<file path="src/rtl/xint_pkg.sv">
// Shared constants for the two-source external interrupt controller.
// Assumes exactly two sources; vector addresses are fixed per source.
package xint_pkg;
    localparam int NSRC  = 2;
    localparam int REG_W = 8;
    localparam int VEC_W = 8;

    // control register bit positions
    localparam int CB_EDGE = 0;
    localparam int CB_EN   = 2;
    localparam int CB_HI   = 4;
    localparam int CB_GLOB = 7;

    // vector address for a source: 0x03, 0x13
    function automatic logic [VEC_W-1:0] vec_for(input int idx);
        return VEC_W'(16 * idx + 3);
    endfunction
endpackage

</file>
<file path="src/rtl/xint_sync.sv">
// Two-flop synchronizer for a bus of asynchronous pins.
// Assumes pins are independent; resets to all ones (idle for active-low lines).
module xint_sync #(
    parameter int W = 8
) (
    input  logic         clk,
    input  logic         rst_n,
    input  logic [W-1:0] d,
    output logic [W-1:0] q
);
    logic [W-1:0] stage1_q;

    // capture and re-register every pin
    always_ff @(posedge clk) begin
        if (!rst_n) begin
            stage1_q <= '1;
            q        <= '1;
        end else begin
            stage1_q <= d;
            q        <= stage1_q;
        end
    end
endmodule

</file>
<file path="src/rtl/xint_line.sv">
// One request line: pin selection, polarity, sampling filter, edge latch.
// Assumes pins_s is already synchronized. The filter accepts a new line
// value only after HOLD consecutive samples; an accepted activation in edge
// mode sets the pending flag, which the arbiter's take strobe clears.
module xint_line #(
    parameter int NPINS = 8,
    parameter int SELW  = 3,
    parameter int HOLD  = 3
) (
    input  logic             clk,
    input  logic             rst_n,
    input  logic [NPINS-1:0] pins_s,
    input  logic [SELW-1:0]  sel,
    input  logic             act_high,
    input  logic             edge_mode,
    input  logic             take,
    output logic             req
);
    localparam int CNTW = (HOLD > 1) ? $clog2(HOLD) : 1;
    localparam logic [CNTW-1:0] LAST = CNTW'(HOLD - 1);

    logic            active;
    logic            qual_q;
    logic [CNTW-1:0] cnt_q;
    logic            settle;
    logic            pend_q;

    // polarity-corrected view of the selected pin
    always_comb active = act_high ? pins_s[sel] : ~pins_s[sel];

    // the differing value has been seen for HOLD samples
    always_comb settle = (active != qual_q) && (cnt_q == LAST);

    // sampling filter: track the accepted line value
    always_ff @(posedge clk) begin
        if (!rst_n) begin
            qual_q <= 1'b0;
            cnt_q  <= '0;
        end else if (active == qual_q) begin
            cnt_q  <= '0;
        end else if (settle) begin
            qual_q <= active;
            cnt_q  <= '0;
        end else begin
            cnt_q  <= cnt_q + CNTW'(1);
        end
    end

    // pending latch: set wins over take, cleared outside edge mode
    always_ff @(posedge clk) begin
        if (!rst_n) begin
            pend_q <= 1'b0;
        end else if (!edge_mode) begin
            pend_q <= 1'b0;
        end else if (settle && active) begin
            pend_q <= 1'b1;
        end else if (take) begin
            pend_q <= 1'b0;
        end
    end

    // request as seen by the arbiter
    always_comb req = edge_mode ? pend_q : active;
endmodule

</file>
<file path="src/rtl/xint_arb.sv">
// Priority arbiter with a per-level in-service record.
// Assumes req is already gated by enables. High-level requests win first,
// then the lowest index. A running handler blocks its own level and below.
module xint_arb
    import xint_pkg::*;
#(
    parameter int N = NSRC
) (
    input  logic             clk,
    input  logic             rst_n,
    input  logic [N-1:0]     req,
    input  logic [N-1:0]     lvl_hi,
    input  logic             ack,
    input  logic             reti,
    output logic             irq,
    output logic [VEC_W-1:0] vec,
    output logic [N-1:0]     grant
);
    logic         ins_lo_q, ins_hi_q;
    logic         ins_lo_n, ins_hi_n;
    logic [N-1:0] elig, pool;
    logic         found, grant_hi;

    // pick the presented source
    always_comb begin
        elig  = req & ~{N{ins_hi_q}} & (ins_lo_q ? lvl_hi : {N{1'b1}});
        pool  = (|(elig & lvl_hi)) ? (elig & lvl_hi) : elig;
        grant = '0;
        vec   = '0;
        found = 1'b0;
        for (int i = 0; i < N; i++) begin
            if (pool[i] && !found) begin
                grant[i] = 1'b1;
                vec      = vec_for(i);
                found    = 1'b1;
            end
        end
    end

    always_comb irq      = |grant;
    always_comb grant_hi = |(grant & lvl_hi);

    // next in-service record: pop on return, push on acknowledge
    always_comb begin
        ins_lo_n = ins_lo_q;
        ins_hi_n = ins_hi_q;
        if (reti) begin
            if (ins_hi_q) ins_hi_n = 1'b0;
            else          ins_lo_n = 1'b0;
        end
        if (ack && irq) begin
            if (grant_hi) ins_hi_n = 1'b1;
            else          ins_lo_n = 1'b1;
        end
    end

    // in-service record registers
    always_ff @(posedge clk) begin
        if (!rst_n) begin
            ins_lo_q <= 1'b0;
            ins_hi_q <= 1'b0;
        end else begin
            ins_lo_q <= ins_lo_n;
            ins_hi_q <= ins_hi_n;
        end
    end
endmodule

</file>
<file path="src/rtl/xint_ctrl.sv">
// Top of the two-source external interrupt controller.
// Holds the route and control registers, synchronizes the pins, runs one
// line per source and arbitrates. Outputs depend on registers only.
module xint_ctrl
    import xint_pkg::*;
#(
    parameter int NPINS = 8,
    parameter int HOLD  = 3
) (
    input  logic             clk,
    input  logic             rst_n,
    input  logic             cfg_we,
    input  logic             cfg_addr,
    input  logic [REG_W-1:0] cfg_wdata,
    input  logic [NPINS-1:0] pins_i,
    input  logic             ack_i,
    input  logic             reti_i,
    output logic             irq_o,
    output logic [VEC_W-1:0] vec_o
);
    localparam int SELW = $clog2(NPINS);
    localparam int FLD  = SELW + 1;
    localparam int RW   = NSRC * FLD;

    logic [RW-1:0]    route_q;
    logic [REG_W-1:0] ctrl_q;
    logic [NPINS-1:0] pins_s;
    logic [NSRC-1:0]  line_req, gated_req, lvl_hi, grant, take;

    // register write port
    always_ff @(posedge clk) begin
        if (!rst_n) begin
            route_q <= '0;
            ctrl_q  <= '0;
        end else if (cfg_we) begin
            if (cfg_addr) ctrl_q  <= cfg_wdata;
            else          route_q <= cfg_wdata[RW-1:0];
        end
    end

    xint_sync #(.W(NPINS)) u_sync (
        .clk   (clk),
        .rst_n (rst_n),
        .d     (pins_i),
        .q     (pins_s)
    );

    for (genvar i = 0; i < NSRC; i++) begin : g_line
        xint_line #(.NPINS(NPINS), .SELW(SELW), .HOLD(HOLD)) u_line (
            .clk       (clk),
            .rst_n     (rst_n),
            .pins_s    (pins_s),
            .sel       (route_q[i*FLD +: SELW]),
            .act_high  (route_q[i*FLD + SELW]),
            .edge_mode (ctrl_q[CB_EDGE + i]),
            .take      (take[i]),
            .req       (line_req[i])
        );
        // enable gating and level bit per source
        always_comb gated_req[i] = line_req[i] & ctrl_q[CB_EN + i] & ctrl_q[CB_GLOB];
        always_comb lvl_hi[i]    = ctrl_q[CB_HI + i];
    end

    xint_arb #(.N(NSRC)) u_arb (
        .clk    (clk),
        .rst_n  (rst_n),
        .req    (gated_req),
        .lvl_hi (lvl_hi),
        .ack    (ack_i),
        .reti   (reti_i),
        .irq    (irq_o),
        .vec    (vec_o),
        .grant  (grant)
    );

    // acknowledge routed to the granted line
    always_comb take = grant & {NSRC{ack_i}};
endmodule

</file>
<file path="config.mk">
export PLATFORM = sky130hd
export DESIGN_NAME = xint_ctrl
export DESIGN_NICKNAME = d
export VERILOG_FILES = /design/src/rtl/xint_pkg.sv /design/src/rtl/xint_sync.sv /design/src/rtl/xint_line.sv /design/src/rtl/xint_arb.sv /design/src/rtl/xint_ctrl.sv
export SDC_FILE = /design/constraint.sdc
export NUM_CORES = 1
export LEC_CHECK = 0
export CAP_MARGIN = 20
export CORE_AREA = 3 3 89 91
export DETAILED_ROUTE_END_ITERATION = 12
export DIE_AREA = 0 0 92 94
export PLACE_DENSITY = 0.48
export SLEW_MARGIN = 15
export SYNTH_ARGS = -nofsm -noshare
export SYNTH_HDL_FRONTEND = slang
export SYNTH_HIERARCHICAL = 1
export SYNTH_SLANG_ARGS = --single-unit
export TNS_END_PERCENT = 5
</file>
<file path="constraint.sdc">
create_clock -name clk -period 2.5 [get_ports clk]
set_clock_uncertainty 0.15 [all_clocks]
set_input_delay 0.375 -clock clk [delete_from_list [all_inputs] [get_ports clk]]
set_output_delay 0.375 -clock clk [all_outputs]
set_load 0.02 [all_outputs]
</file>
==> impl_metrics.ini, run 1 <==
[outcome]
status = finished, violations left
violations = negative setup slack

[route]
routedWlPerCell_um = 10.6
drc = 0
m1WireLength_mm = 1.38
dr.first_iter.drc_count = 59
routed_wl_mm = 3.19
ant_nets = 0
wl_met2_mm = 1.59
dr.pass1.iters = 4
vias_per_cell = 3.94
met3_length_um = 177
top_layer = met4
vias = 1190

[place]
place_congestion = 0.704
preCtsSetupSlack_ns = -0.574
dp_cells = 291
io_buffers = 25
hpwl_mm = 2.31

[sta]
setup_viol_count_final = 4
fin_crit_sh_pct = 113
layout_setup_ws_ns = -0.315
maxSlewViolCount = 0
worst_slew_pin_slew_ns = 0.533
hold_violations = 0
hold_slack_ns = 0.257
rsz0062_at_grt = yes
relSlewSlack_pct = 64.5
finalCriticalPeriod_ns = 2.81
fmax_mhz = 355

[clocking]
cts_hold_buf = 0
cts.sinks = 41
htreeDepth = 2
cts_tree = done
numCtsBuffers = 5
worstSkewPairLatency_ns = 0.28
clk_pin_slew_ns = 0.08
cts_buffer_depth = 2
cts-root-buf = clkbuf_8

[power_and_ir_drop]
max-vdd-ir-drop_mv = 0.222
leakage_nw = 0.897
p_per_area_nw_per_um2 = 554
total_power_mw = 1.27

[global_routing]
grt_pass1_vias = 1183
grt_pass1_wl_mm = 5.45
antenna_found_initial = 0
grt_max_degree = 51
grt_usage_pct = 8.12
grt_overflow_total = 0

[die]
initial_core_util_pct = 24.8
rows = 31
ios = 31
chipWidth_um = 92
core_um2 = 7210
die-height_um = 94
dieArea_um2 = 8650

[critical_path]
cp_max_fo = 3
rrSetupSlack_ns = 0.03
crit_type = flip-flop to output port
timing.rr.end = g_line[0].u_line/pend_q$_SDFFE_PN0P_
startpoint = route_q[4]$_SDFFE_PN0P_
critPathRequiredTime_ns = 1.98
worstPathArrival_ns = 2.29
r2r_cells = 11
start_kind = flip-flop
rr_startpoint = route_q[4]$_SDFFE_PN0P_
cp-end-kind = output port
crit_path_end = irq_o

[yosys]
ys_warn_count = 6
synth.distinct_cells = 32
synth_top_family_by_area = simple AND/OR/NAND/NOR gates
synthAdderAreaFrac_pct = 1.40
synth-simple-area-share_pct = 19.0
synthMuxAreaShare_pct = 15.8
ys_seq_area_share_pct = 45.9
syn_avg_cell_area_um2 = 10.6
synth_area_um2 = 1790
yosys.area_share.xor_xnor_pct = 3.50
synth-seq-cells = 41
postSynthCellCount = 168
synth_compound_area_share_pct = 6.51

[layout]
finalNonFillerCells = 302
final_common_cell = dfxtp_1
mostFrequentLayoutCells = dfxtp_1, nand2_1, clkdlybuf4s50_1
fin_nets = 227
antennaDiodeCount = 0
area.growth.synth_to_final_pct = 28.3
drive_gt1_share_pct = 19.2
fillerInstances = 784

[min_path]
hp-class = flip-flop to flip-flop

[job]
cap_violations = 0
## worst min-delay path by stage
stage                                  start  depth (start not counted)                      to  slack (ns)
2_1_floorplan  u_sync/stage1_q[5]$_SDFF_PN1_                          1  u_sync/q[5]$_SDFF_PN1_        0.23
3_3_place_gp   u_sync/stage1_q[5]$_SDFF_PN1_                          1  u_sync/q[5]$_SDFF_PN1_        0.24
3_5_place_dp   u_sync/stage1_q[6]$_SDFF_PN1_                          1  u_sync/q[6]$_SDFF_PN1_        0.24
4_1_cts        u_sync/stage1_q[6]$_SDFF_PN1_                          1  u_sync/q[6]$_SDFF_PN1_        0.26
5_1_grt        u_sync/stage1_q[7]$_SDFF_PN1_                          1  u_sync/q[7]$_SDFF_PN1_        0.28
6_report       u_sync/stage1_q[7]$_SDFF_PN1_                          1  u_sync/q[7]$_SDFF_PN1_        0.26
## synthesized netlist by cell type
library cell / count / share of area [%]
a21oi_1: 3 / 0.84
a22oi_2: 1 / 0.70
a2bb2oi_1: 1 / 0.49
a2bb2oi_2: 1 / 0.84
and2_1: 3 / 1.1
and3_1: 2 / 0.70
buf_2: 1 / 0.28
buf_4: 8 / 3.4
buf_6: 4 / 2.5
conb_1: 1 / 0.21
dfxtp_1: 41 / 46
ha_1: 2 / 1.4
inv_1: 7 / 1.5
mux2i_1: 15 / 8.4
mux2i_2: 2 / 1.5
mux4_1: 4 / 5.9
nand2_1: 25 / 5.3
nand2b_1: 15 / 5.3
nand3_1: 1 / 0.28
nand4b_1: 2 / 0.98
nor2_1: 2 / 0.42
nor2b_1: 2 / 0.70
nor3_1: 5 / 1.4
nor3b_1: 2 / 0.84
o211ai_1: 1 / 0.42
o21a_1: 1 / 0.42
o21ai_0: 4 / 1.1
o31ai_2: 1 / 0.70
o32ai_1: 2 / 0.98
or2b_1: 5 / 2.1
xnor2_1: 2 / 0.98
xnor3_1: 2 / 2.5
## registers in the layout, summed over array words and instances, names as in the netlist
signal,count
route_q,8
u_sync/q,8
u_sync/stage1_q,8
ctrl_q,7
g_line.u_line/cnt_q,4
g_line.u_line/pend_q,2
g_line.u_line/qual_q,2
u_arb/ins_hi_q,1
u_arb/ins_lo_q,1
## layout make-up
type	instances	area, um2	area share, %
Multi-Input combinational cell	111	872	38.0
Timing Repair Buffer	37	358	15.6
Sequential cell	41	826	36.0
Clock buffer	7	86.3	3.77
Tap cell	99	124	5.40
Inverter	7	26.3	1.15
## where the power goes
group	switching, mW	leakage, nW	internal, mW	total (mW)
clock	0.206	0.0443	0.219	0.425
combinational	0.0595	0.515	0.0864	0.146
sequential	0.0184	0.338	0.681	0.700
## repair_timing
item                       CTS  global route
gates resized for setup     30             1
pin swaps                    9             5
buffers inserted             4             0
setup endpoints to repair    5             8
## routing by layer
| layer | GRT usage [%] | vias up |
|---|---|---|
| met5 | 0 | - |
| met4 | 3.34 | 0 |
| met3 | 2.96 | 5 |
| met2 | 13.7 | 26 |
| met1 | 9.26 | 536 |
| li1 | - | 623 |
## per-stage QoR
step	setup TNS [ns]	util (%)	instance area (um2)
3_3_place_gp	-1.99	29.7	2150
2_1_floorplan	-0.245	-	1820
4_1_cts	-1.32	31.7	2290
5_1_grt	-1.98	31.8	2290
6_report	-1.23	31.8	2290
3_5_place_dp	-2.04	29.7	2150
## critical path, stage by stage (launching register included)
cell and delay [ns]:
dfxtp_2 0.37, mux4_2 0.51, mux2i_2 0.22, xnor2_1 0.11
o21ai_1 0.11, and3_1 0.19, inv_2 0.07, a2bb2oi_4 0.17
nor2_4 0.12, buf_6 0.13
## cell families after synthesis
group / after synthesis
simple gates: 64
buf+inv: 20
mux: 21
compound gates: 15
flops: 41
other cells: 1
fa+ha+maj: 2
xor+xnor: 4
Power figures use the tool's default switching activity.
==> run 2: changes to the inputs <==
Settings changed: CTS_BUF_LIST set to sky130_fd_sc_hd__clkbuf_4 sky130_fd_sc_hd__clkbuf_8 sky130_fd_sc_hd__clkbuf_16, TNS_END_PERCENT 5 to 100.
==> run 2 against run 1 <==
The run still ends with negative setup slack left. Clock-buffer cell count is 2 lower. Critical path type unchanged. Non-clock buffer count is 2 lower. Design area is 2.9% higher. Critical endpoint unchanged.
==> impl_metrics.ini, run 2 (synthesis results as in run 1) <==
[outcome]
status = finished, violations left
violations = negative setup slack

[route]
vias_per_cell = 3.93
wl_met2_mm = 1.46
m1WireLength_mm = 1.47
ant_nets = 0
vias = 1182
routedWlPerCell_um = 10.6
dr.first_iter.drc_count = 44
top_layer = met4
routed_wl_mm = 3.18
drc = 0
dr.pass1.iters = 4
met3_length_um = 185

[clocking]
cts.sinks = 41
htreeDepth = 2
cts-root-buf = clkbuf_8
worstSkewPairLatency_ns = 0.30
cts_hold_buf = 0
cts_buffer_depth = 2
numCtsBuffers = 5
clk_pin_slew_ns = 0.08
cts_tree = done

[sta]
hold_violations = 0
fmax_mhz = 354
worst_slew_pin_slew_ns = 0.522
relSlewSlack_pct = 65.2
layout_setup_ws_ns = -0.327
fin_crit_sh_pct = 113
rsz0062_at_grt = yes
setup_viol_count_final = 4
maxSlewViolCount = 0
finalCriticalPeriod_ns = 2.83

[layout]
mostFrequentLayoutCells = dfxtp_1, nand2_1, clkdlybuf4s50_1
drive_gt1_share_pct = 20.8
reg_top3 = route_q (8), u_sync/q (8), u_sync/stage1_q (8)
design_area_um2 = 2360
antennaDiodeCount = 0
area.growth.synth_to_final_pct = 32.1
fillerInstances = 765
final_common_cell = dfxtp_1
multi_input_area_um2 = 906
fin_nets = 225
seq_area_um2 = 828

[power_and_ir_drop]
leakage_nw = 0.914
p_per_area_nw_per_um2 = 625
max-vdd-ir-drop_mv = 0.278

[critical_path]
rrSetupSlack_ns = 0.06
r2r_cells = 11
rr_startpoint = route_q[4]$_SDFFE_PN0P_
startpoint = route_q[4]$_SDFFE_PN0P_
timing.rr.end = g_line[0].u_line/pend_q$_SDFFE_PN0P_
critPathRequiredTime_ns = 1.98
cpPeakStageDelay_ns = 0.53
cp-end-kind = output port
worstPathArrival_ns = 2.30
crit_type = flip-flop to output port
cp_slowest_cell = mux4_2
cp_cell_sequence = mux4_2, mux2i_4, xnor2_2, o21ai_1, and3_4, inv_4, a2bb2oi_4, nor2_4, buf_6
cp_max_fo = 3
start_kind = flip-flop

[die]
ios = 31
initial_core_util_pct = 24.8
chipWidth_um = 92
dieArea_um2 = 8650
rows = 31
die-height_um = 94
core_um2 = 7210

[global_routing]
grt_pass1_vias = 1188
grt_pass1_wl_mm = 5.47
grt_overflow_total = 0
antenna_found_initial = 0
grt_usage_pct = 8.14
grt_max_degree = 51

[min_path]
hold_depth = 1
hp-start = u_sync/stage1_q[5]$_SDFF_PN1_
min_to = u_sync/q[5]$_SDFF_PN1_
hp-class = flip-flop to flip-flop

[place]
place_area_um2 = 2150
place_congestion = 0.764
preCtsSetupSlack_ns = -0.606
hpwl_mm = 2.29
io_buffers = 25

[job]
cap_violations = 0
-- run 2: cell type report --
class / count / area share, %
clock buffers: 5 / 2.92
well taps: 99 / 5.25
multi-input cells: 111 / 38.4
clock inverters: 3 / 2.76
repair buffers: 35 / 14.4
flip-flops and latches: 41 / 35.1
inverters: 7 / 1.22
-- run 2: power by group --
group	leakage [nW]	internal, mW	switching, mW
registers	0.338	0.680	0.0192
logic	0.508	0.0883	0.0612
clock network	0.0681	0.397	0.230
-- run 2: routing by layer --
metal,vias to the layer above,track usage (%)
met1,528,9.72
met4,0,4.08
met3,8,2.72
li1,620,-
met5,-,0
met2,26,13.1
-- run 2: through the flow --
step                      cells  hold slack [ns]  setup TNS [ns]  utilization, %  power (mW)
after floorplan             172            0.235          -0.166               -       0.802
after global placement      291            0.245           -2.15            29.8       0.857
after detailed placement    291            0.241           -2.13            29.8       0.858
after CTS                   300            0.260           -1.40            32.0        1.49
after global routing        301            0.279           -1.92            32.7        1.54
final                       301            0.257           -1.26            32.7        1.48
-- run 2: critical path: cells and delay by family (launching register included) --
kind                      cells  cell delay (ns)
DFF                           1             0.37
xor gates and xnor gates      1             0.09
and+or+nand+nor               2             0.34
AOI/OAI and AO/OA             2             0.30
muxes                         2             0.73
buffers and inverters         2             0.17
-- run 2: worst max path at each step --
stage / to / slack [ns] / cells after the start
floorplan: vec_o[0] / -0.08 / 9
global placement: vec_o[4] / -0.61 / 8
detailed placement: vec_o[4] / -0.61 / 8
CTS: vec_o[0] / -0.36 / 9
global route: vec_o[0] / -0.46 / 9
finish: irq_o / -0.33 / 9
-- run 2: repair_timing --
item / CTS / global route
endpoints found under the setup margin: 6 / 7
buffers inserted: 1 / 1
pin swaps: 5 / 0
resized for setup: 27 / 8
cloned: 0 / 0
==> run 3: changes to the inputs <==
Settings changed: REMOVE_ABC_BUFFERS set to 1.
==> run 3 against run 2 <==
The run still ends with negative setup slack left. Clock-buffer cell count up 1. Utilization rose by 1.4 points. Routed wire length rose by 6.9%. Critical path type unchanged. Combinational power grew 23%. Largest cell class unchanged. Sequential power is essentially flat. Register-to-register slack about the same. Hold slack about the same. First-iteration DRC count unchanged.
==> impl_metrics.ini, run 3 (synthesis results as in run 1) <==
[outcome]
status = finished, violations left
violations = negative setup slack

[clocking]
cts-root-buf = clkbuf_8
cts_hold_buf = 0
cts_tree = done
clk_pin_slew_ns = 0.08
worstSkewPairLatency_ns = 0.30
cts_buffer_depth = 2
htreeDepth = 2
cts.sinks = 41
numCtsBuffers = 5

[route]
dr.pass1.iters = 4
vias = 1235
routed_wl_mm = 3.40
ant_nets = 0
routedWlPerCell_um = 10.9
vias_per_cell = 3.97
drc = 0
dr.first_iter.drc_count = 44

[die]
initial_core_util_pct = 24.8
die-height_um = 94
dieArea_um2 = 8650
core_um2 = 7210
ios = 31
rows = 31
chipWidth_um = 92

[place]
dp_cells = 292
hpwl_mm = 2.30
preCtsSetupSlack_ns = -0.671
io_buffers = 25
place_congestion = 0.744

[sta]
rsz0062_at_grt = yes
hold_violations = 0
worst_slew_pin_slew_ns = 0.563
fin_crit_sh_pct = 112
hold_slack_ns = 0.257
finalCriticalPeriod_ns = 2.81
layout_setup_ws_ns = -0.306
maxSlewViolCount = 0
relSlewSlack_pct = 62.5
fmax_mhz = 356
setup_viol_count_final = 4

[global_routing]
grt_usage_pct = 9.02
grt_pass1_wl_mm = 6.13
grt_overflow_total = 0
grt_max_degree = 51
grt_pass1_vias = 1343
antenna_found_initial = 0

[critical_path]
rrSetupSlack_ns = 0.07
start_kind = flip-flop
critPathRequiredTime_ns = 1.98
cp_max_fo = 3
cp-end-kind = output port
worstPathArrival_ns = 2.28
crit_type = flip-flop to output port

[job]
cap_violations = 0

[layout]
antennaDiodeCount = 0
drive_gt1_share_pct = 25.9
fin_nets = 235
reg_top3 = route_q (8), u_sync/q (8), u_sync/stage1_q (8)
area.growth.synth_to_final_pct = 37.5
mostFrequentLayoutCells = dfxtp_1, nand2_1, clkdlybuf4s50_1
finalNonFillerCells = 311
final_common_cell = dfxtp_1
fillerInstances = 755

[power_and_ir_drop]
p_per_area_nw_per_um2 = 589
max-vdd-ir-drop_mv = 0.241
leakage_nw = 0.961

[min_path]
hp-class = flip-flop to flip-flop
[run 3: layout make-up]
type                            count  area, um2  share of cell area (%)
Clock inverter                      2       37.5                    1.53
Sequential cell                    41        826                    33.6
Multi-Input combinational cell    111        921                    37.5
Tap cell                           99        124                    5.04
Inverter                            7       26.3                    1.07
Timing Repair Buffer               45        440                    17.9
Clock buffer                        6       82.6                    3.36
[run 3: path summary, 6_finish.rpt]
| path | startpoint | cells past startpoint | end |
|---|---|---|---|
| worst max-delay path | route_q[4]$_SDFFE_PN0P_ | 9 | vec_o[0] |
| worst min-delay path | u_sync/stage1_q[7]$_SDFF_PN1_ | 1 | u_sync/q[7]$_SDFF_PN1_ |
| worst max register to register | route_q[0]$_SDFFE_PN0P_ | 10 | g_line[0].u_line/pend_q$_SDFFE_PN0P_ |
| worst min register to register | u_sync/stage1_q[7]$_SDFF_PN1_ | 1 | u_sync/q[7]$_SDFF_PN1_ |
[run 3: critical path, stage by stage, from the launching register on]
cell	delay (ns)
dfxtp_2	0.36
mux4_2	0.53
mux2i_4	0.20
xnor2_2	0.08
o21ai_1	0.12
and3_4	0.21
inv_2	0.05
a2bb2oi_2	0.17
nor2_4	0.12
buf_6	0.13
[run 3: metrics by stage]
step,area (um2),utilization [%],total power [mW],setup TNS [ns]
after floorplan,1690,-,0.780,-2.28
after global placement,2150,29.7,0.854,-2.62
after detailed placement,2150,29.7,0.856,-2.74
after CTS,2390,33.1,1.46,-1.76
after global routing,2460,34.1,1.52,-1.75
final,2460,34.1,1.45,-1.16
[run 3: repair_timing]
| item | CTS | global route |
|---|---|---|
| endpoints found under the setup margin | 6 | 9 |
| setup buffers | 13 | 2 |
| resized for setup | 44 | 15 |
| pin swaps | 9 | 8 |
[run 3: power by group]
group          total [mW]  leakage (nW)  switching (mW)  internal [mW]
registers           0.700         0.338          0.0194          0.681
logic               0.184         0.566          0.0709          0.114
clock network       0.563        0.0574           0.238          0.325
[run 3: layer usage]
metal / share of wire [%] / GRT usage [%] / up-vias
met2: 47 / 15.3 / 27
met3: 5.8 / 3.53 / 6
met5: 0 / 0 / -
li1: - / - / 637
met1: 45 / 10.4 / 565
met4: 1.6 / 2.97 / 0
